--- config.mk ---
export PLATFORM = sky130hd
export DESIGN_NAME = disk_sched_engine
export DESIGN_NICKNAME = d
export VERILOG_FILES = /design/src/rtl/disk_sched_pkg.sv /design/src/rtl/disk_sched_queue.sv /design/src/rtl/disk_sched_picker.sv /design/src/rtl/disk_sched_engine.sv
export SDC_FILE = /design/constraint.sdc
export NUM_CORES = 2
export LEC_CHECK = 0
export ABC_AREA = 1
export CELL_PAD_IN_SITES_DETAIL_PLACEMENT = 0
export CELL_PAD_IN_SITES_GLOBAL_PLACEMENT = 1
export CORE_ASPECT_RATIO = 2
export CORE_MARGIN = 5
export CORE_UTILIZATION = 47
export CTS_CLUSTER_DIAMETER = 100
export DETAILED_ROUTE_END_ITERATION = 6
export GPL_TIMING_DRIVEN = 0
export PLACE_DENSITY = 0.81
export SLEW_MARGIN = 15
export SYNTH_ARGS = -nofsm -noshare
export SYNTH_HDL_FRONTEND = slang
export SYNTH_SLANG_ARGS = --single-unit
--- constraint.sdc ---
create_clock -name clk -period 50 [get_ports clk]
set_input_delay 10 -clock clk [delete_from_list [all_inputs] [get_ports clk]]
set_output_delay 10 -clock clk [all_outputs]
set_load 0.02 [all_outputs]
--- src/rtl/disk_sched_pkg.sv ---
package disk_sched_pkg;
    typedef enum logic [2:0] {
        POL_ORDER  = 3'd0,
        POL_NEAR   = 3'd1,
        POL_SWEEP  = 3'd2,
        POL_RETURN = 3'd3,
        POL_JUMP   = 3'd4
    } policy_e;

    typedef enum logic {
        DIR_DOWN = 1'b0,
        DIR_UP   = 1'b1
    } dir_e;
endpackage

--- src/rtl/disk_sched_queue.sv ---
module disk_sched_queue #(
    parameter int DEPTH = 16,
    parameter int CW    = 8,
    localparam int AW   = $clog2(DEPTH),
    localparam int NW   = $clog2(DEPTH + 1)
) (
    input  logic                      clk,
    input  logic                      rst_n,
    input  logic                      push_en,
    input  logic [CW-1:0]             push_cyl,
    input  logic                      pop_en,
    input  logic [AW-1:0]             pop_idx,
    output logic [DEPTH-1:0][CW-1:0]  entries,
    output logic [NW-1:0]             count,
    output logic                      full
);
    typedef struct packed {
        logic [DEPTH-1:0][CW-1:0] ent;
        logic [NW-1:0]            cnt;
    } qstate_t;

    qstate_t st_q, st_d;

    always_comb begin
        st_d = st_q;
        if (pop_en) begin
            for (int i = 0; i < DEPTH - 1; i++) begin
                if (AW'(i) >= pop_idx) st_d.ent[i] = st_q.ent[i+1];
            end
            st_d.cnt = st_q.cnt - NW'(1);
        end
        if (push_en) begin
            st_d.ent[st_d.cnt[AW-1:0]] = push_cyl;
            st_d.cnt = st_d.cnt + NW'(1);
        end
    end

    always_ff @(posedge clk) begin
        if (!rst_n) st_q <= '0;
        else        st_q <= st_d;
    end

    assign entries = st_q.ent;
    assign count   = st_q.cnt;
    assign full    = (st_q.cnt == NW'(DEPTH));

    p_count_bound_r8: assert property (@(posedge clk) disable iff (!rst_n)
        count <= NW'(DEPTH));
    p_full_blocks_push_r8: assert property (@(posedge clk) disable iff (!rst_n)
        full |-> !push_en);
    p_pop_shrinks_r2: assert property (@(posedge clk) disable iff (!rst_n)
        (pop_en && !push_en) |=> count == $past(count) - NW'(1));
endmodule

--- src/rtl/disk_sched_picker.sv ---
module disk_sched_picker
    import disk_sched_pkg::*;
#(
    parameter int DEPTH = 16,
    parameter int CW    = 8,
    parameter int MAXC  = 199,
    localparam int AW   = $clog2(DEPTH),
    localparam int NW   = $clog2(DEPTH + 1),
    localparam int MW   = CW + 2
) (
    input  logic [DEPTH-1:0][CW-1:0] entries,
    input  logic [NW-1:0]            count,
    input  logic [CW-1:0]            head,
    input  logic                     dir_up,
    input  logic [2:0]               policy,
    output logic [AW-1:0]            sel_idx,
    output logic [CW-1:0]            sel_cyl,
    output logic [MW-1:0]            move,
    output logic                     dir_next
);
    localparam logic [MW-1:0] EDGE = MW'(MAXC);

    logic [CW-1:0] c, d, near_d, near_c, ge_c, le_c, mn_c, mx_c;
    logic [AW-1:0] near_i, ge_i, le_i, mn_i, mx_i;
    logic          f_ge, f_le, f_any;
    logic [MW-1:0] hw;

    always_comb begin
        near_d = '1; near_c = '1; near_i = '0;
        ge_c = '0; ge_i = '0; f_ge = 1'b0;
        le_c = '0; le_i = '0; f_le = 1'b0;
        mn_c = '0; mn_i = '0; mx_c = '0; mx_i = '0; f_any = 1'b0;
        c = '0; d = '0;
        for (int i = 0; i < DEPTH; i++) begin
            if (NW'(i) < count) begin
                c = entries[i];
                d = (c >= head) ? c - head : head - c;
                if (d < near_d || (d == near_d && c < near_c)) begin
                    near_d = d; near_c = c; near_i = AW'(i);
                end
                if (c >= head && (!f_ge || c < ge_c)) begin
                    f_ge = 1'b1; ge_c = c; ge_i = AW'(i);
                end
                if (c <= head && (!f_le || c > le_c)) begin
                    f_le = 1'b1; le_c = c; le_i = AW'(i);
                end
                if (!f_any || c < mn_c) begin mn_c = c; mn_i = AW'(i); end
                if (!f_any || c > mx_c) begin mx_c = c; mx_i = AW'(i); end
                f_any = 1'b1;
            end
        end
    end

    always_comb begin
        hw       = MW'(head);
        dir_next = dir_up;
        sel_idx  = '0;
        sel_cyl  = entries[0];
        move     = '0;
        case (policy)
            POL_NEAR: begin
                sel_idx = near_i; sel_cyl = near_c; move = MW'(near_d);
            end
            POL_SWEEP: begin
                if (dir_up) begin
                    if (f_ge) begin
                        sel_idx = ge_i; sel_cyl = ge_c; move = MW'(ge_c) - hw;
                    end else begin
                        sel_idx = mx_i; sel_cyl = mx_c;
                        move = (EDGE - hw) + (EDGE - MW'(mx_c));
                        dir_next = DIR_DOWN;
                    end
                end else begin
                    if (f_le) begin
                        sel_idx = le_i; sel_cyl = le_c; move = hw - MW'(le_c);
                    end else begin
                        sel_idx = mn_i; sel_cyl = mn_c;
                        move = hw + MW'(mn_c);
                        dir_next = DIR_UP;
                    end
                end
            end
            POL_RETURN, POL_JUMP: begin
                if (f_ge) begin
                    sel_idx = ge_i; sel_cyl = ge_c; move = MW'(ge_c) - hw;
                end else begin
                    sel_idx = mn_i; sel_cyl = mn_c;
                    if (policy == POL_RETURN)
                        move = (EDGE - hw) + EDGE + MW'(mn_c);
                    else
                        move = hw - MW'(mn_c);
                end
            end
            default: begin
                sel_idx = '0;
                sel_cyl = entries[0];
                move = (entries[0] >= head) ? MW'(entries[0] - head)
                                            : MW'(head - entries[0]);
            end
        endcase
    end
endmodule

--- src/rtl/disk_sched_engine.sv ---
module disk_sched_engine
    import disk_sched_pkg::*;
#(
    parameter int DEPTH = 16,
    parameter int CW    = 8,
    parameter int MAXC  = 199,
    parameter int TW    = 20,
    localparam int AW   = $clog2(DEPTH),
    localparam int NW   = $clog2(DEPTH + 1),
    localparam int MW   = CW + 2
) (
    input  logic          clk,
    input  logic          rst_n,
    input  logic          push_valid,
    input  logic [CW-1:0] push_cyl,
    input  logic [2:0]    policy,
    input  logic          load_valid,
    input  logic [CW-1:0] load_cyl,
    input  logic          serve_ready,
    output logic          out_valid,
    output logic [CW-1:0] out_cyl,
    output logic [TW-1:0] total_move,
    output logic          overflow
);
    localparam logic [CW-1:0] LAST = CW'(MAXC);

    typedef struct packed {
        logic [CW-1:0] head;
        logic          dir_up;
        logic [TW-1:0] total;
        logic          ovf;
    } hstate_t;

    hstate_t st_q, st_d;

    logic [DEPTH-1:0][CW-1:0] entries;
    logic [NW-1:0]            count;
    logic                     full;
    logic [AW-1:0]            sel_idx;
    logic [CW-1:0]            sel_cyl;
    logic [MW-1:0]            move;
    logic                     dir_next;
    logic                     in_range, push_en, serve;

    assign in_range = (push_cyl <= LAST);
    assign push_en  = push_valid && in_range && !full;
    assign serve    = serve_ready && (count != '0) && !load_valid;

    disk_sched_queue #(.DEPTH(DEPTH), .CW(CW)) u_queue (
        .clk(clk), .rst_n(rst_n),
        .push_en(push_en), .push_cyl(push_cyl),
        .pop_en(serve), .pop_idx(sel_idx),
        .entries(entries), .count(count), .full(full)
    );

    disk_sched_picker #(.DEPTH(DEPTH), .CW(CW), .MAXC(MAXC)) u_picker (
        .entries(entries), .count(count), .head(st_q.head),
        .dir_up(st_q.dir_up), .policy(policy),
        .sel_idx(sel_idx), .sel_cyl(sel_cyl), .move(move),
        .dir_next(dir_next)
    );

    always_comb begin
        st_d = st_q;
        if (load_valid) begin
            st_d.head = (load_cyl > LAST) ? LAST : load_cyl;
        end else if (serve) begin
            st_d.head   = sel_cyl;
            st_d.dir_up = dir_next;
            st_d.total  = st_q.total + TW'(move);
        end
        if (push_valid && in_range && full) st_d.ovf = 1'b1;
    end

    always_ff @(posedge clk) begin
        if (!rst_n) begin
            st_q        <= '0;
            st_q.dir_up <= DIR_UP;
        end else begin
            st_q <= st_d;
        end
    end

    assign out_valid  = (count != '0);
    assign out_cyl    = sel_cyl;
    assign total_move = st_q.total;
    assign overflow   = st_q.ovf;

    p_head_range_r1: assert property (@(posedge clk) disable iff (!rst_n)
        st_q.head <= LAST);
    p_queue_range_r1: assert property (@(posedge clk) disable iff (!rst_n)
        out_valid |-> out_cyl <= LAST);
    p_head_follows_r2: assert property (@(posedge clk) disable iff (!rst_n)
        serve |=> st_q.head == $past(out_cyl));
    p_sel_live_r2: assert property (@(posedge clk) disable iff (!rst_n)
        out_valid |-> NW'(sel_idx) < count);
    p_total_idle_r7: assert property (@(posedge clk) disable iff (!rst_n)
        !serve |=> $stable(total_move));
    p_no_overflow_drop_r8: assert property (@(posedge clk) disable iff (!rst_n)
        overflow |=> overflow);
    p_hold_empty_r9: assert property (@(posedge clk) disable iff (!rst_n)
        (!out_valid && !load_valid) |=> ($stable(st_q.head) && $stable(st_q.dir_up)));
    p_load_wins_r11: assert property (@(posedge clk) disable iff (!rst_n)
        (load_valid && load_cyl <= LAST) |=> st_q.head == $past(load_cyl));
endmodule

==> summary.txt <==
category of the most critical setup path - flop to output pin
maximum clock path buffer count - 2
combined area of all synthesized cells - 45800 um^2
count of port buffers added during placement - 52
sequential fraction of the synthesis area - 0.0713
path category of the worst min-delay check - flop to flop
terminus of the critical flop-to-flop path - total_move[19]
launch point of the critical path - st_q[24]
share of final-layout standard cells stronger than drive strength 1 - 0.0423
Setup-failing EPs final - 0
maximum fanout count along the critical path - 12
Chip Width - 231 um
Sum Neg Setup Slack - 0 ns
layout-stage area growth over the synthesis result - 6.65%
most common cell after layout, fill and taps aside - sky130_fd_sc_hd__nand2_1
Clock Tree Root - sky130_fd_sc_hd__clkbuf_16
Antenna Violating Nets Remaining - 0
launching element type of the critical path - flop
outcome - finished clean
Routed Wire Length - 216000 um
number of nets in the final layout - 8563
Crit path arrival time - 37.81 ns
Iter 0 DRT Violations - 3694
Synthesized Nets - 8472
setup clock skew after layout - 0.00963 ns
total half-perimeter wirelength after legalization and detailed placement - 179000 um
Congestion Overflow GR - 0
number of placement rows - 162
source of the worst register-to-register timing path - st_q[24]
number of distinct library cell variants in the gate-level netlist after synthesis - 76
share of the clock period used by the worst path - 0.956
reg2reg path depth - 192
required time at the worst-slack endpoint - 40.00 ns
number of maximum-capacitance constraint violations - 0
headroom to the max-slew limit - 0.177
total area of sequential cells - 3290 um^2
Post-synth top flop - sky130_fd_sc_hd__dfxtp_1
layout filler cell count - 10.6k
clock sink total - 163
number of optimization iterations in the first detailed-route pass - 6
area taken by multi-input logic gates - 37600 um^2
time the worst path needs with I/O delays and setup - 47.81 ns
Starting Density - 0.471
core area - 97100 um^2
worst hold path cell count - 2
gpl congestion - 1.03
Yosys reg bits - 163
setup repair after global routing missed its margin - false
CTS buffer count - 17
most used cells in the layout excluding fill and tap cells - sky130_fd_sc_hd__nand2_1 (1998), sky130_fd_sc_hd__ha_1 (975), sky130_fd_sc_hd__inv_1 (954)
Worst Tran Pin Value - 1.22 ns
CP dominant cell by count - sky130_fd_sc_hd__nand2_1
via count - 52.6k
Post-synth EDFFs - 0
source of the worst hold timing path - total_move[19]
Syn Area/Cell - 6.16 um^2
remaining routing DRC violations - 0
final count of pins violating max slew - 0
synthesized instance count - 7432
Die Footprint - 104000 um^2
number of warnings reported in the yosys synthesis log - 0
drt via density - 6.00
Die Y-Extent - 451 um
critical path's largest stage delay - 0.65 ns
average detailed-routed wire length per instance - 24.6 um
Post-synth ARST share - 0
Fin. Hold Viols - 0
All-Layer GR Usage - 0.397
crit path capture type - output pin
flop-to-flop setup slack - 10.25 ns
end point of the worst hold path - total_move[19]
initial antenna violation count - 8
largest net degree at the start of global routing - 25
Fmax - 0.0209 GHz
insertion delay to the later sink of the worst-skew pair - 0.46 ns
I/O pin cnt - 54
clock tree from TritonCTS - yes
count of H-tree levels built during CTS - 4
critical path's slowest cell - sky130_fd_sc_hd__dfxtp_4
first-pass GRT wire length - 314000 um
Clock transition at path regs - 0.06 ns
number of global-route vias before repair - 51.7k
-- registers in the layout, indices dropped and copies added, names as in the netlist --
register         cells
u_queue.entries    128
overflow             1
st_q                 9
total_move          20
u_queue.count        5
-- per-layer routing --
layer / vias to the layer above / global-route usage / share of wire
met5: - / 0 / 0.000060
met2: 2079 / 0.726 / 0.50
met3: 1039 / 0.0634 / 0.053
met1: 24300 / 0.354 / 0.32
met4: 2 / 0.413 / 0.13
li1: 25200 / - / -
-- worst max-delay path: cells and delay by family (launching register included) --
kind	cells	cell delay, ns
adders and majority gates	16	5.34
buffers and inverters	39	10.88
and+or+nand+nor	78	10.39
AOI/OAI and AO/OA	39	9.96
DFF	1	0.65
-- synth_stat cells (8+ instances only) --
| library cell | number | area (um^2) |
|---|---|---|
| sky130_fd_sc_hd__clkbuf_1 | 146 | 548 |
| sky130_fd_sc_hd__a31oi_1 | 41 | 257 |
| sky130_fd_sc_hd__nand3b_1 | 8 | 60.1 |
| sky130_fd_sc_hd__nor4_1 | 12 | 75.1 |
| sky130_fd_sc_hd__o21ai_1 | 19 | 95.1 |
| sky130_fd_sc_hd__o21ai_0 | 919 | 4600 |
| sky130_fd_sc_hd__inv_1 | 962 | 3610 |
| sky130_fd_sc_hd__o221ai_1 | 50 | 438 |
| sky130_fd_sc_hd__inv_2 | 11 | 41.3 |
| sky130_fd_sc_hd__o31ai_1 | 10 | 75.1 |
| sky130_fd_sc_hd__a211oi_1 | 54 | 405 |
| sky130_fd_sc_hd__nand2_1 | 1998 | 7500 |
| sky130_fd_sc_hd__a21o_1 | 15 | 113 |
| sky130_fd_sc_hd__nand4_1 | 70 | 438 |
| sky130_fd_sc_hd__ha_1 | 975 | 12200 |
| sky130_fd_sc_hd__xnor2_1 | 52 | 455 |
| sky130_fd_sc_hd__fa_1 | 41 | 821 |
| sky130_fd_sc_hd__nand2_2 | 82 | 513 |
| sky130_fd_sc_hd__a221oi_1 | 17 | 149 |
| sky130_fd_sc_hd__nand3_1 | 362 | 1810 |
| sky130_fd_sc_hd__nor3_1 | 43 | 215 |
| sky130_fd_sc_hd__mux2i_1 | 47 | 470 |
| sky130_fd_sc_hd__a21oi_1 | 563 | 2820 |
| sky130_fd_sc_hd__o21a_1 | 9 | 67.6 |
| sky130_fd_sc_hd__buf_4 | 31 | 233 |
| sky130_fd_sc_hd__buf_2 | 28 | 140 |
| sky130_fd_sc_hd__o21bai_1 | 43 | 323 |
| sky130_fd_sc_hd__xor2_1 | 82 | 718 |
| sky130_fd_sc_hd__nor2_1 | 341 | 1280 |
| sky130_fd_sc_hd__o211ai_1 | 54 | 405 |
| sky130_fd_sc_hd__buf_6 | 8 | 90.1 |
| sky130_fd_sc_hd__dfxtp_1 | 163 | 3260 |
| sky130_fd_sc_hd__mux2_2 | 15 | 169 |
| sky130_fd_sc_hd__or2_2 | 17 | 106 |
| sky130_fd_sc_hd__clkinv_1 | 18 | 67.6 |
| sky130_fd_sc_hd__nand2_4 | 12 | 135 |
-- worst max-delay path by stage --
stage                 end  slack, ns
3_3_place_gp   out_cyl[6]      -3.16
2_1_floorplan  out_cyl[7]      12.02
6_report       out_cyl[6]       2.19
4_1_cts        out_cyl[6]       1.49
5_1_grt        out_cyl[6]       0.03
3_5_place_dp   out_cyl[6]       2.08
-- repair_timing --
action	4_1_cts	5_1_grt
resized for setup	0	12
setup buffers	0	6
setup endpoints to repair	0	8
hold buffers	0	0
-- cell type report --
type                    count  area share
multi-input cells        6042       0.769
inverters                 994      0.0769
flip-flops and latches    163      0.0673
well taps                1230      0.0315
plain buffers             233      0.0250
repair buffers             72      0.0184
clock buffers              23     0.00959
clock inverters             8     0.00156
diodes                      5    0.000256
-- through the flow --
stage	utilization	hold slack (ns)	setup slack (ns)	cell area [um^2]	cells
after global routing	0.503	0.528	0.0300	48800	8766
after CTS	0.501	0.480	1.49	48600	8756
after floorplan	-	0.439	12.02	45800	7432
after global placement	0.493	0.454	-3.16	47800	8714
after detailed placement	0.495	0.472	2.08	48100	8725
final	0.503	0.472	2.19	48800	8770
-- cell families after synthesis --
family / Yosys count / share of synthesized area
AO/OA/AOI/OAI: 1853 / 0.225
XOR/XNOR: 134 / 0.0256
buffers and inverters: 1227 / 0.109
adder cells (fa/ha/maj): 1016 / 0.285
AND/OR/NAND/NOR: 2977 / 0.271
multiplexers: 62 / 0.0140
flip-flops: 163 / 0.0713
Power is not shown: default switching activity piles up to over one toggle a cycle in this logic, so the estimate is an artifact.
